<file path="src/rtl/odt_sel_pkg.sv">
package odt_sel_pkg;

  // Strobes from the window control to the mode datapath
  typedef struct packed {
    logic ckeLatched;   // clock enable as the device has latched it
    logic entryWin;     // a committed low is within the entry lookahead
    logic exitWin;      // latched high, but exit was too recent
  } winStrobe_t;

  typedef enum logic {
    MODE_SYNC  = 1'b0,
    MODE_ASYNC = 1'b1
  } odtMode_e;

endpackage

</file>
<file path="src/rtl/odt_sel_window.sv">
module odt_sel_window
  import odt_sel_pkg::*;
#(
  parameter int ENTRY_LEAD = 3,
  parameter int EXIT_WIN   = 8
) (
  input  logic       clk,
  input  logic       rstN,
  input  logic       ckeCmd,
  output winStrobe_t strobe
);

  localparam int LAST  = ENTRY_LEAD - 1;
  localparam int CNT_W = $clog2(EXIT_WIN + 1);
  localparam logic [CNT_W-1:0] CNT_MAX = CNT_W'(EXIT_WIN);

  logic [ENTRY_LEAD-1:0] ckePipe;
  logic [CNT_W-1:0]      exitCnt;
  logic                  pendingLow;

  // Delay line from the committed level to the device-latched level
  for (genvar g = 0; g < ENTRY_LEAD; g++) begin : gStage
    if (g == 0) begin : gHead
      always_ff @(posedge clk or negedge rstN) begin
        if (!rstN) ckePipe[0] <= 1'b1;
        else       ckePipe[0] <= ckeCmd;
      end
    end else begin : gBody
      always_ff @(posedge clk or negedge rstN) begin
        if (!rstN) ckePipe[g] <= 1'b1;
        else       ckePipe[g] <= ckePipe[g-1];
      end
    end
  end

  // Any committed low that has not reached the latch yet
  always_comb begin
    pendingLow = !ckeCmd;
    for (int i = 0; i < LAST; i++) begin
      if (!ckePipe[i]) pendingLow = 1'b1;
    end
  end

  // Run length of latched-high cycles, saturating at the window size
  always_ff @(posedge clk or negedge rstN) begin
    if (!rstN)                  exitCnt <= CNT_MAX;
    else if (!ckePipe[LAST])    exitCnt <= '0;
    else if (exitCnt < CNT_MAX) exitCnt <= exitCnt + 1'b1;
  end

  always_comb begin
    strobe.ckeLatched = ckePipe[LAST];
    strobe.entryWin   = ckePipe[LAST] && pendingLow;
    strobe.exitWin    = ckePipe[LAST] && (exitCnt < CNT_MAX);
  end

  AST_ENTRY_OPENS: assert property (@(posedge clk) disable iff (!rstN)
    !ckeCmd |=> (!strobe.ckeLatched || strobe.entryWin));

  AST_EXIT_OPENS: assert property (@(posedge clk) disable iff (!rstN)
    $rose(strobe.ckeLatched) |-> strobe.exitWin);

  AST_LATCH_DELAY: assert property (@(posedge clk) disable iff (!rstN)
    (!ckeCmd && $past(!ckeCmd) && $past(!ckeCmd, 2)) |=> !strobe.entryWin);

endmodule

</file>
<file path="src/rtl/odt_sel_path.sv">
module odt_sel_path
  import odt_sel_pkg::*;
(
  input  logic       clk,
  input  logic       rstN,
  input  winStrobe_t strobe,
  input  logic       rowOpen,
  input  logic       slowExit,
  input  logic       selfRefresh,
  input  logic       odtReq,
  output logic       odtPin,
  output logic       asyncMode,
  output logic       odtReject
);

  odtMode_e modeNext;
  logic     wantChange;

  always_comb begin
    if (!strobe.ckeLatched) begin
      modeNext = (slowExit || !rowOpen) ? MODE_ASYNC : MODE_SYNC;
    end else if (strobe.entryWin || strobe.exitWin) begin
      modeNext = MODE_ASYNC;
    end else begin
      modeNext = MODE_SYNC;
    end
  end

  assign wantChange = (odtReq != odtPin);

  always_ff @(posedge clk or negedge rstN) begin
    if (!rstN) begin
      odtPin    <= 1'b0;
      asyncMode <= 1'b0;
      odtReject <= 1'b0;
    end else begin
      asyncMode <= modeNext;
      odtReject <= selfRefresh && wantChange;
      if (!selfRefresh) odtPin <= odtReq;
    end
  end

  AST_FOLLOW_REQ: assert property (@(posedge clk) disable iff (!rstN)
    !selfRefresh |=> (odtPin == $past(odtReq)));

  AST_SR_HOLD: assert property (@(posedge clk) disable iff (!rstN)
    selfRefresh |=> $stable(odtPin));

  AST_REJECT_RAISE: assert property (@(posedge clk) disable iff (!rstN)
    (selfRefresh && (odtReq != odtPin)) |=> odtReject);

  AST_REJECT_QUIET: assert property (@(posedge clk) disable iff (!rstN)
    !selfRefresh |=> !odtReject);

  AST_FAST_PD_SYNC: assert property (@(posedge clk) disable iff (!rstN)
    (!strobe.ckeLatched && rowOpen && !slowExit) |=> !asyncMode);

  AST_SLOW_PD_ASYNC: assert property (@(posedge clk) disable iff (!rstN)
    (!strobe.ckeLatched && (slowExit || !rowOpen)) |=> asyncMode);

endmodule

</file>
<file path="src/rtl/odt_mode_sel.sv">
module odt_mode_sel
  import odt_sel_pkg::*;
#(
  parameter int ENTRY_LEAD = 3,
  parameter int EXIT_WIN   = 8
) (
  input  logic clk,
  input  logic rstN,
  input  logic ckeCmd,
  input  logic rowOpen,
  input  logic slowExit,
  input  logic selfRefresh,
  input  logic odtReq,
  output logic odtPin,
  output logic asyncMode,
  output logic odtReject
);

  winStrobe_t winStrobe;

  odt_sel_window #(
    .ENTRY_LEAD (ENTRY_LEAD),
    .EXIT_WIN   (EXIT_WIN)
  ) u_window (
    .clk    (clk),
    .rstN   (rstN),
    .ckeCmd (ckeCmd),
    .strobe (winStrobe)
  );

  odt_sel_path u_path (
    .clk         (clk),
    .rstN        (rstN),
    .strobe      (winStrobe),
    .rowOpen     (rowOpen),
    .slowExit    (slowExit),
    .selfRefresh (selfRefresh),
    .odtReq      (odtReq),
    .odtPin      (odtPin),
    .asyncMode   (asyncMode),
    .odtReject   (odtReject)
  );

endmodule

</file>
<file path="config.mk">
export PLATFORM = sky130hd
export DESIGN_NAME = odt_mode_sel
export DESIGN_NICKNAME = d
export VERILOG_FILES = /design/src/rtl/odt_sel_pkg.sv /design/src/rtl/odt_sel_window.sv /design/src/rtl/odt_sel_path.sv /design/src/rtl/odt_mode_sel.sv
export SDC_FILE = /design/constraint.sdc
export NUM_CORES = 1
export LEC_CHECK = 0
export BUFFER_PORTS_ARGS = -buffer_cell sky130_fd_sc_hd__buf_4
export CAP_MARGIN = 15
export CORE_AREA = 2 2 39 41
export DETAILED_ROUTE_END_ITERATION = 16
export DIE_AREA = 0 0 41 43
export PLACE_DENSITY = 0.48
export SYNTH_ARGS = -nofsm -noshare
export SYNTH_HDL_FRONTEND = slang
export SYNTH_HIERARCHICAL = 1
export SYNTH_SLANG_ARGS = --single-unit
</file>
<file path="constraint.sdc">
create_clock -name clk -period 0.9 [get_ports clk]
set_input_delay 0.09 -clock clk [delete_from_list [all_inputs] [get_ports clk]]
set_output_delay 0.09 -clock clk [all_outputs]
set_load 0.005 [all_outputs]
</file>
-- Word-level counts from Yosys, hierarchy flattened
Cells that the tools add are included.
- register bits after elaboration: 10
- bits of input ports: 7
- output and inout port bits: 3
- word-level logic and storage cells: 25
- add/sub/neg operators: 1
- magnitude comparators: 1
- equal/unequal tests: 2
- muxes and demuxes: 7
- reductions and logical operators: 7
- operator list (cell ; number):
    2-to-1 mux 4 bit ; 2
    2-to-1 mux 1 bit ; 5
    adder 4 x 1 -> 4 bit (second input constant) ; 1
    < comparator 4 bit (second input constant) ; 1
    logical AND 1 bit ; 3
    zero test 1 bit ; 2
    logical OR 1 bit ; 2
    inequality test 2 bit (second input constant) ; 1
    inequality test 1 bit ; 1

-- Depth between registers and ports, before layout
Gate-level depths: netlist of the first run.
- word-level depth: 7
- depth in mapped cells: 4
- mapped depth without buffers: 4

-- Cells and area by module
The synthesis of the first run kept the hierarchy.
- by module, submodules not included (module ; times used ; cells an instance ; area an instance (um^2) ; sequential area each (um^2)):
    odt_sel_window ; 1 ; 22 ; 276.5 ; 180.2
    odt_sel_path ; 1 ; 9 ; 117.6 ; 75.1

-- Least setup slack after synthesis of the first run
OpenSTA, ideal clock, no wires.
- path type: flip-flop to flip-flop
- start: reg u_window.ckePipe[2], in the netlist u_window/strobe[2]
- end: reg u_path.asyncMode
- library setup time: 0.077 ns
- data arrival time: 0.891 ns
- data required time: 0.823 ns
- setup slack: -0.069 ns
- cell stages (with the launch flop): 5
- buffers on the path: 0
- clock period less this slack: 0.969 ns
- cells stage by stage: dfstp_2 > inv_1 > a31oi_1 > nor2_1 > a21oi_1
- RTL lines (what ; RTL line ; source):
    from (decl) ; odt_sel_window.sv:17 ; logic [ENTRY_LEAD-1:0] ckePipe;
    from (signal, indexed assignment) ; odt_sel_window.sv:31 ; else ckePipe[g] <= ckePipe[g-1];
    to (signal assigned) ; odt_sel_path.sv:37 ; asyncMode <= modeNext;
    to (decl) ; odt_sel_path.sv:12 ; output logic asyncMode,

-- Final worst setup path of the first run
- start: reg u_window.exitCnt[0]
- end: reg u_window.exitCnt[1]
- longest elaborated chain between the ends: 3
- elaborated cells on any way between the ends: 5
- classes of those cells: add/sub: 1; order compare: 1; eq/ne: 1; mux: 2
- RTL lines (what ; RTL line ; source):
    from (decl) ; odt_sel_window.sv:18 ; logic [CNT_W-1:0] exitCnt;
    from (signal assigned) ; odt_sel_window.sv:48 ; else if (exitCnt < CNT_MAX) exitCnt <= exitCnt + 1'b1;
    adder 4 x 1 -> 4 bit ; odt_sel_window.sv:48 ;
    2-to-1 mux 4 bit ; odt_sel_window.sv:48 ;
    2-to-1 mux 4 bit ; odt_sel_window.sv:47 ; else if (!ckePipe[LAST]) exitCnt <= '0;
Parallel ways exist; a longest one is shown, timed or not. The select of a mux whose other input is x is not followed.
A chain may end at the register's enable or synchronous reset.

==> results of run 1 <==
logic make-up (layout without fill, tap and decap cells):
group / Yosys count / in the layout / synth area share [%]
xor gates and xnor gates: 2 / 2 / 4.445
adders and majority gates: 1 / 1 / 3.174
DFF: 10 / 10 / 64.76
buffers and inverters: 2 / 22 / 2.857
AOI/OAI and AO/OA: 4 / 4 / 5.711
and+or+nand+nor: 10 / 10 / 13.65
muxes: 2 / 2 / 5.397
registers in the layout (all words and copies together) (netlist names):
register,count
u_path/asyncMode,1
u_path/odtReject,1
u_window/strobe,1
u_path/odtPin,1
u_window/exitCnt,4
u_window/ckePipe,2
placed cells by master (no fill, tap or decap), types with 2 or more instances in the layout:
cell type	count
buf_4	14
dfrtp_1	6
nor2_1	5
dfstp_2	4
clkbuf_4	3
dlygate4sd3_1	2
a31oi_1	2
routing by layer:
layer	part of all wire, %	global-route usage [%]	up-vias	wire length (um)
li1	-	-	142	-
met1	37	10.17	141	280
met2	56	18.13	10	422
met3	6.4	7.853	0	48
met4	0	4.000	0	0
met5	0	0	-	0
metrics by stage:
stage | worst slack [ps] | instances | utilization, % | power [uW] | area, sq um
after global routing | -149.6 | 67 | 42.41 | 1116 | 586.8
after global placement | -42.87 | 59 | 36.44 | 625.9 | 504.2
after floorplan | -31.81 | 31 | - | 556.7 | 394.1
final | -88.31 | 67 | 42.41 | 1051 | 586.8
after detailed placement | -80.38 | 59 | 36.44 | 634.2 | 504.2
after CTS | -83.21 | 67 | 41.86 | 1067 | 579.3
repair_timing:
item                       in CTS  in global routing
hold endpoints to repair       11                  0
pin swaps                       3                  2
hold buffers                    2                  0
setup buffers                   2                  1
setup endpoints to repair       5                  6
gates resized for setup         2                  1
worst max-delay path: cells and delay by family (launching register included):
family | cells | cell delay (ps)
flops | 1 | 390
mux | 1 | 140
simple gates | 1 | 60
fa+ha+maj | 1 | 290
final cells by class:
| cell class | instances | area share (%) |
|---|---|---|
| Tap cell | 16 | 3.412 |
| Inverter | 1 | 0.6397 |
| Clock buffer | 4 | 6.183 |
| Sequential cell | 10 | 43.50 |
| Timing Repair Buffer | 17 | 23.24 |
| Multi-Input combinational cell | 19 | 23.03 |
power breakdown:
part / switching, uW / internal [uW] / total (uW) / leakage (uW)
clock: 159 / 246 / 404 / 0.0000210
sequential: 19.0 / 486 / 505 / 0.000116
combinational: 52.2 / 89.4 / 142 / 0.000139
worst max-delay path by stage:
stage                                      to  slack [ps]  cells after the start
after floorplan              u_path/asyncMode         -30                      4
after global placement       u_path/asyncMode         -40                      4
after detailed placement  u_window/exitCnt[1]         -80                      3
after CTS                 u_window/exitCnt[1]         -80                      3
after global routing      u_window/exitCnt[1]        -150                      3
final                     u_window/exitCnt[1]         -90                      3
==> reports/metrics.yaml, run 1 <==
syn_nets: 39
wire_per_inst_um: 11.21
fmax_ghz: 1.012
yosysMostFrequentCell: "dfrtp_1"
hold_end: "u_path/odtReject"
synth.avg_cell_area_sq_um: 12.71
holdWs_ps: 52.34
clk_path_buf_depth: 2
synthCells: 31
numClockSinks: 10
totalWireLength_um: 751
drc: 0
crit_slowest_cell: "dfrtp_1"
cts.clk_slew.worst_paths_ps: 60
grt_overflow: 0
coreArea_sq_um: 1384
antenna_found_initial: 0
run_status: "finished with violations"
path_cells: "ha_1, mux2i_1, nor2_1"
synth_warnings: 6
hold_viol_final: 0
areaGrowthSynthToFinish_pct: 48.89
synth_top_cell_area_share_pct: 38.10
timing_worst_setup_path_type: "flip-flop to flip-flop"
htree_levels: 1
required_ps: 1050
dp_hpwl_um: 526.7
fillers: 139
vias_per_cell: 4.373
p_leak_uw: 0.0002756
synth_ff_type: "dfrtp_1"
hp-start: "selfRefresh"
globalplace.congestion: 0.6473
crit_path_start_kind: "flip-flop"
power_density_nw_per_um2: 1791
dr_total_vias: 293
cp.arrival_ps: 1140
fin_nets: 60
multi_input_area_sq_um: 135.1
netlist-cell-type-count: 17
reg2reg_depth: 3
drt_iter0_drc: 7
timing.slew.headroom_pct: 90.40
ys_seq_area_share_pct: 64.76
drv_cap: 0
insertion_delay_ps: 270
ant_nets: 0
hold_class: "input pin to flip-flop"
start_util_pct: 28.48
numPortBuffers: 9
skew_ps: 9.959
ys_ff_latch: 10
violations: "setup timing"
grtUsageTotal_pct: 11.12
synth_area_sq_um: 394.1
dieHeight_um: 43
ir_drop_mv: 0.9286
synth_edf_count: 0
cts_tree: "built"
root_buffer: "clkbuf_4"
period_needed_ps: 988.3
dr.pass1.iters: 4
antennaDiodeCount: 0
setup_viol: 5
r2r-start: "u_window/exitCnt[0]"
grt_pass1_vias: 319
grt_pass1_wl_um: 1207
drive_gt1_share_pct: 50.98
ys_top_cells_by_count: "dfrtp_1 (6), nor2_1 (5), dfstp_2 (4)"
dieWidth_um: 41
finalCritPeriodShare_pct: 109.8
rsz0062_at_grt: "yes"
numCtsBuffers: 3
crit_path_end_kind: "flip-flop"
path_max_fanout: 2
yosys-top-cells-area: "dfrtp_1 (38%), dfstp_2 (27%), nor2_1 (4.8%), xor2_1 (4.4%), a31oi_1 (3.2%)"
finalWorstSetupSlack_ps: -88.31
ff_latch_area_sq_um: 255.2
grt_max_degree: 11
netlist.top_cell.by_area: "dfrtp_1"
fp.dieArea_sq_um: 1763
worstSetupStartpoint: "u_window/exitCnt[0]"
async_flop_share_pct: 100.0
rows: 14
cpPeakStageDelay_ps: 390
worstReg2RegEnd: "u_window/exitCnt[1]"
ios: 10
tightest_slew_ps: 140.0
drv_slew: 0
r2r_setup_slack_ps: -90
tns_ps: -214.5
hold_depth: 2
Note: power is estimated with default switching activity, not from simulation.
==> run 2: changes to the inputs <==
--- a/config.mk
+++ b/config.mk
@@ -10,8 +10,7 @@
 export CORE_AREA = 2 2 39 41
 export DETAILED_ROUTE_END_ITERATION = 16
 export DIE_AREA = 0 0 41 43
-export PLACE_DENSITY = 0.48
+export PLACE_DENSITY = 0.47
 export SYNTH_ARGS = -nofsm -noshare
 export SYNTH_HDL_FRONTEND = slang
-export SYNTH_HIERARCHICAL = 1
 export SYNTH_SLANG_ARGS = --single-unit
==> reports/metrics.yaml, run 2 <==
yosys-top-cells-area: "dfrtp_1 (39%), dfstp_2 (28%), and2_1 (4.9%), xnor2_1 (4.6%), ha_1 (3.3%)"
dr.pass1.iters: 1  # -3
wire_per_inst_um: 10.85  # -3.2%
netlist-cell-type-count: 14  # -3
coreArea_sq_um: 1384  # unchanged
ir_drop_mv: 0.9530  # +2.6%
grt_overflow: 0  # unchanged
dieHeight_um: 43  # unchanged
drt_iter0_drc: 0  # -7
largestRegisters: "u_window.exitCnt (4), u_window.ckePipe (2)"
yosysMostFrequentCell: "dfrtp_1"
largest_register: "u_window.exitCnt"
dr_total_vias: 261  # -11%
synth_top_family_by_area: "simple AND/OR/NAND/NOR gates"
grt_pass1_wl_um: 1214  # +0.58%
htree_levels: 1  # unchanged
synth-simple-area-share_pct: 13.49  # -0.16 points
synth_xor_area_share_pct: 6.908  # +2.5 points
p_leak_uw: 0.0002563  # -7.0%
drive_gt1_share_pct: 56.82  # +5.8 points
ant_nets: 0  # unchanged
dieWidth_um: 41  # unchanged
timing_worst_setup_path_type: "flip-flop to flip-flop"
start_util_pct: 27.49  # -0.99 points
skew_ps: 5.696  # -4.263 ps
cts.clk_slew.worst_paths_ps: 70  # about the same
antenna_found_initial: 0  # unchanged
power_density_nw_per_um2: 1780  # -0.60%
crit_path_end_kind: "flip-flop"
grt_pass1_vias: 295  # -7.5%
required_ps: 1060  # about the same
ff_latch_area_sq_um: 255.2  # unchanged
netlist.top_cell.by_area: "dfrtp_1"
async_flop_share_pct: 100.0  # unchanged
ys_top_cells_by_count: "dfrtp_1 (6), dfstp_2 (4), and2_1 (3)"
crit_path_start_kind: "flip-flop"
syn_nets: 34  # -13%
ios: 10  # unchanged
fp.dieArea_sq_um: 1763  # unchanged
root_buffer: "clkbuf_4"
tightest_slew_ps: 118.2  # -21.78 ps
layout_commonest_cell: "buf_4"
ys_seq_area_share_pct: 67.11  # +2.3 points
setup_viol: 3  # -2
clk_path_buf_depth: 2  # unchanged
numClockSinks: 10  # unchanged
fmax_ghz: 0.9884  # -2.3%
antennaDiodeCount: 0  # unchanged
hold_class: "input pin to flip-flop"
final_cell_mix: "buf_4 (9), dfrtp_1 (6), dfstp_2 (4)"
period_needed_ps: 1012  # +23.47 ps
fin_nets: 53  # -12%
drv_slew: 0  # unchanged
hold_viol_final: 0  # unchanged
synthMuxAreaShare_pct: 5.592  # +0.20 points
finalWorstSetupSlack_ps: -111.8  # -23.47 ps
synth_ff_type: "dfrtp_1"
grtUsageTotal_pct: 10.98  # -0.15 points
synth.avg_cell_area_sq_um: 14.63  # +15%
numPortBuffers: 9  # unchanged
fillers: 130  # -6.5%
globalplace.congestion: 0.6419  # -0.83%
power_uw: 1051  # about the same
cts_tree: "built"
synthAdderAreaFrac_pct: 3.289  # +0.11 points
grt_max_degree: 11  # unchanged
drv_cap: 0  # unchanged
synth_edf_count: 0  # unchanged
violations: "setup timing"
vias_per_cell: 4.350  # -0.53%
finalCritPeriodShare_pct: 112.4  # +2.6 points
multi_input_area_sq_um: 158.9  # +18%
tns_ps: -234.7  # -20.21 ps
r2r_setup_slack_ps: -110  # -20 ps
synth_warnings: 0  # -6
numCtsBuffers: 3  # unchanged
cp.arrival_ps: 1180  # +40 ps
path_max_fanout: 5  # +3
rows: 14  # unchanged
timing.slew.headroom_pct: 91.90  # +1.5 points
areaGrowthSynthToFinish_pct: 55.26
totalWireLength_um: 651  # -13%
largest_reg_flops: 4  # unchanged
dp_hpwl_um: 467.7  # -11%
synthCells: 26  # -16%
insertion_delay_ps: 270  # about the same
run_status: "finished with violations"
ys_ff_latch: 10  # unchanged
synth_compound_gate_area_share_pct: 3.618  # -2.1 points
drc: 0  # unchanged
synth_top_cell_area_share_pct: 39.47  # +1.4 points
rsz0062_at_grt: "yes"
synth_area_sq_um: 380.4  # -3.5%
==> run 2: timing repair <==
item                       CTS  global route
setup endpoints to repair    5             5
gates cloned                 0             0
hold buffers                 3             0
hold endpoints to repair    12             0
buffers inserted             0             0
resized for setup            2             3
pin swaps                    2             5
==> run 2: per-stage QoR <==
stage / area, sq um / cells / utilization (%) / hold slack (ps) / setup slack [ps]
6_report: 590.6 / 60 / 42.68 / 44.04 / -111.8
5_1_grt: 590.6 / 60 / 42.68 / 57.30 / -137.5
4_1_cts: 576.8 / 60 / 41.68 / 38.42 / -97.44
3_5_place_dp: 503.0 / 53 / 36.35 / -72.44 / -87.85
3_3_place_gp: 503.0 / 53 / 36.35 / -78.21 / -67.87
2_1_floorplan: 400.4 / 26 / - / -205.6 / -55.24
==> run 2: cell type report <==
| class | count | share of cell area, % |
|---|---|---|
| sequential | 10 | 43.22 |
| multi-input combinational | 16 | 26.91 |
| timing repair buffer | 14 | 20.34 |
| clock buffer | 4 | 6.144 |
| tap | 16 | 3.390 |
==> run 2: per-layer routing <==
layer / global-route usage, % / up-vias / part of all wire [%]
met5: 0 / - / 0
met4: 10.00 / 0 / 4.3
met3: 4.712 / 4 / 4.9
met2: 13.44 / 7 / 48
met1: 13.71 / 127 / 42
li1: - / 123 / -
==> run 2: cells by family (layout without fill, tap and decap cells) <==
group                    count (synthesis)  count (layout)
buffers and inverters                    0              18
multiplexers                             2               2
adder cells (fa/ha/maj)                  1               1
flip-flops                              10              10
AND/OR/NAND/NOR                          8               8
AO/OA/AOI/OAI                            2               2
XOR/XNOR                                 3               3
==> run 2: path summary, 6_finish.rpt <==
path                                     startpoint                  end  cells past startpoint
worst max-delay path            u_window.exitCnt[3]  u_window.exitCnt[2]                      3
worst min-delay path                    selfRefresh     u_path.odtReject                      2
worst max register to register  u_window.exitCnt[3]  u_window.exitCnt[2]                      3
worst min register to register  u_window.ckePipe[1]   u_window.strobe[2]                      0
max in group asynchronous                      rstN  u_window.ckePipe[0]                      2
min in group asynchronous                      rstN     u_path.asyncMode                      2
==> run 2: worst max-delay path: stages, from the launching register on <==
cell      delay, ps
dfstp_2         580
nand2b_4        140
xnor2_2          50
and2_1          130
==> run 2: where the power goes <==
part           switching [uW]  internal (uW)
Clock                     163            246
Combinational            41.2           89.6
Sequential               27.3            485
==> run 3: changes to the inputs <==
--- a/config.mk
+++ b/config.mk
@@ -5,12 +5,12 @@
 export SDC_FILE = /design/constraint.sdc
 export NUM_CORES = 1
 export LEC_CHECK = 0
+export ABC_AREA = 1
 export BUFFER_PORTS_ARGS = -buffer_cell sky130_fd_sc_hd__buf_4
 export CAP_MARGIN = 15
 export CORE_AREA = 2 2 39 41
 export DETAILED_ROUTE_END_ITERATION = 16
 export DIE_AREA = 0 0 41 43
-export PLACE_DENSITY = 0.47
 export SYNTH_ARGS = -nofsm -noshare
 export SYNTH_HDL_FRONTEND = slang
 export SYNTH_SLANG_ARGS = --single-unit
==> reports/metrics.yaml, run 3 <==
pwr-share-seq_pct: 52.8  # +4.1 points
path_cells: "buf_4, nand3_1, nand2_1"
largestRegisters: "u_window.exitCnt (4), u_window.ckePipe (2)"
cts_tree: "built"
finalCritPeriodShare_pct: 100.9  # -12 points
r2r_setup_slack_ps: -8  # +100 ps
yosys-top-cells-area: "dfrtp_1 (39%), dfstp_2 (27%), nand2_1 (6.8%), nand3_1 (6.5%), nor2_1 (5.9%)"
ant_nets: 0  # unchanged
violations: "setup timing"
numClockSinks: 10  # unchanged
crit_slowest_cell: "dfstp_2"
timing.slew.headroom_pct: 90.40  # -1.5 points
path_max_fanout: 6  # +1
start_util_pct: 27.76  # +0.27 points
p_sw_uw: 216.8  # -6.2%
drt_iter0_drc: 7  # +7
dieHeight_um: 43  # unchanged
timing_worst_setup_path_type: "flip-flop to flip-flop"
dr_total_vias: 325  # +25%
cpPeakStageDelay_ps: 580  # about the same
skew_ps: 8.966  # +3.271 ps
antennaDiodeCount: 0  # unchanged
path_buf_inv: 1  # +1
synth_area_sq_um: 384.1  # +0.99%
p_leak_uw: 0.0002825  # +10%
synthAdderAreaFrac_pct: 3.257  # -0.032 points
final_cell_mix: "buf_4 (15), nand2_1 (7), dfrtp_1 (6)"
grtUsageTotal_pct: 10.82  # -0.16 points
tns_ps: -10.75  # +224.0 ps
tightest_slew_ps: 144.0  # +25.85 ps
insertion_delay_ps: 260  # about the same
grt_overflow: 0  # unchanged
worstSetupStartpoint: "u_window.strobe[2]"
numPortBuffers: 9  # unchanged
root_buffer: "clkbuf_4"
synth_compound_gate_area_share_pct: 3.909  # +0.29 points
netlist-cell-type-count: 12  # -2
areaGrowthSynthToFinish_pct: 50.16
intPower_uw: 733.4  # -11%
netlist.top_cell.by_area: "dfrtp_1"
ys_ff_latch: 10  # unchanged
antenna_found_initial: 0  # unchanged
drv_cap: 0  # unchanged
vias_per_cell: 4.333  # -0.38%
grt_max_degree: 11  # unchanged
rows: 14  # unchanged
fillers: 140  # +7.7%
globalplace.congestion: 0.6630  # +3.3%
numCtsBuffers: 3  # unchanged
ff_latch_area_sq_um: 255.2  # unchanged
ys_top_cells_by_count: "nand2_1 (7), dfrtp_1 (6), nor2_1 (6)"
cts.clk_slew.worst_paths_ps: 70  # about the same
synth_edf_count: 0  # unchanged
rsz0062_at_grt: "yes"
ios: 10  # unchanged
wire_per_inst_um: 9.907  # -8.7%
layout_commonest_cell: "buf_4"
totalWireLength_um: 743  # +14%
grt_pass1_vias: 333  # +13%
place_ws_ps: -36.34  # +51.51 ps
syn_nets: 46  # +35%
fp.dieArea_sq_um: 1763  # unchanged
p_clk_share_pct: 33.3  # -5.5 points
r2r-start: "u_window.strobe[2]"
crit_path_end_kind: "flip-flop"
clk_path_buf_depth: 2  # unchanged
hold_viol_final: 0  # unchanged
synth.avg_cell_area_sq_um: 10.11  # -31%
synthCells: 38  # +46%
synth_top_family_by_area: "simple AND/OR/NAND/NOR gates"
critPathTopFamily: "flip-flops"
drive_gt1_share_pct: 47.46  # -9.4 points
synth_xor_area_share_pct: 0  # -6.9 points
async_flop_share_pct: 100.0  # unchanged
switching_share_pct: 22.82  # +0.84 points
dr.pass1.iters: 4  # +3
drv_slew: 0  # unchanged
htree_levels: 1  # unchanged
ys_seq_area_share_pct: 66.45  # -0.66 points
grt_pass1_wl_um: 1248  # +2.8%
dieWidth_um: 41  # unchanged
setup_viol: 2  # -1
required_ps: 1100  # +40 ps
power_density_nw_per_um2: 1647  # -7.5%
holdWs_ps: 10.24  # -33.80 ps
period_needed_ps: 908.1  # -103.7 ps
drc: 0  # unchanged
synth_top_cell_area_share_pct: 39.09  # -0.39 points
hold_class: "input pin to flip-flop"
run_status: "finished with violations"
coreArea_sq_um: 1384  # unchanged
crit_path_start_kind: "flip-flop"
synthMuxAreaShare_pct: 0  # -5.6 points
ir_drop_mv: 0.7044  # -26%
fin_nets: 68  # +28%
final_util_pct: 41.68  # -0.99 points
p_comb_share_pct: 13.9  # +1.5 points
largest_register: "u_window.exitCnt"
largest_reg_flops: 4  # unchanged
synth_ff_type: "dfrtp_1"
multi_input_area_sq_um: 127.6  # -20%
dp_hpwl_um: 459.9  # -1.7%
power_uw: 950.2  # -9.6%
yosysMostFrequentCell: "nand2_1"
cp.arrival_ps: 1100  # -80 ps
synth-simple-area-share_pct: 22.48  # +9.0 points
fmax_ghz: 1.101  # +11%
finalWorstSetupSlack_ps: -8.118  # +103.7 ps
hp-start: "selfRefresh"
synth_warnings: 0  # unchanged
run 3: through the flow:
stage / instances / instance area [sq um]
floorplan: 38 / 384.1
global placement: 65 / 486.7
detailed placement: 65 / 486.7
CTS: 74 / 558.0
global route: 75 / 576.8
finish: 75 / 576.8
run 3: worst register-to-register path: cells and delay by family, from the launching register on:
kind / cells / cell delay [ps]
buffers and inverters: 1 / 130
flip-flops: 1 / 580
AND/OR/NAND/NOR: 2 / 130
run 3: logic make-up after synthesis:
kind of cell | after synthesis
simple gates | 20
fa+ha+maj | 1
compound gates | 3
flops | 10
buf+inv | 4
run 3: what timing repair did:
| action | 4_1_cts | 5_1_grt |
|---|---|---|
| endpoints found under the setup margin | 3 | 4 |
| resized for setup | 1 | 3 |
| pin swaps | 4 | 3 |
| hold endpoints to repair | 11 | 0 |
| hold buffers | 2 | 0 |
| setup buffers | 3 | 1 |
run 3: area by class of cell:
| cell class | count | area share (%) |
|---|---|---|
| Clock buffer | 4 | 4.555 |
| Sequential cell | 10 | 44.25 |
| Tap cell | 16 | 3.471 |
| Inverter | 4 | 2.603 |
| Timing Repair Buffer | 17 | 22.99 |
| Multi-Input combinational cell | 24 | 22.13 |
run 3: power groups by stage:
stage / sequential, uW / combinational [uW] / clock [uW]
finish: 502 / 132 / 316
CTS: 500 / 120 / 326
global placement: 510 / 96.5 / 0
detailed placement: 510 / 97.1 / 0
global route: 505 / 147 / 350
floorplan: 509 / 32.6 / 0
run 3: final timing paths:
| check | to | cells after the start |
|---|---|---|
| setup reg to reg | u_window.exitCnt[1] | 3 |
| min in group asynchronous | u_window.exitCnt[2] | 2 |
| hold / removal | u_path.odtPin | 2 |
| max in group asynchronous | u_window.ckePipe[1] | 2 |
| setup / recovery | u_window.exitCnt[1] | 3 |
| hold reg to reg | u_window.strobe[2] | 0 |
run 3: routing by layer:
layer | up-vias | global-route usage [%] | share of wire [%]
met5 | - | 0 | 0
met4 | 0 | 10.00 | 1.3
met3 | 2 | 3.141 | 3.5
met2 | 4 | 14.69 | 55
met1 | 155 | 12.88 | 40
li1 | 164 | - | -
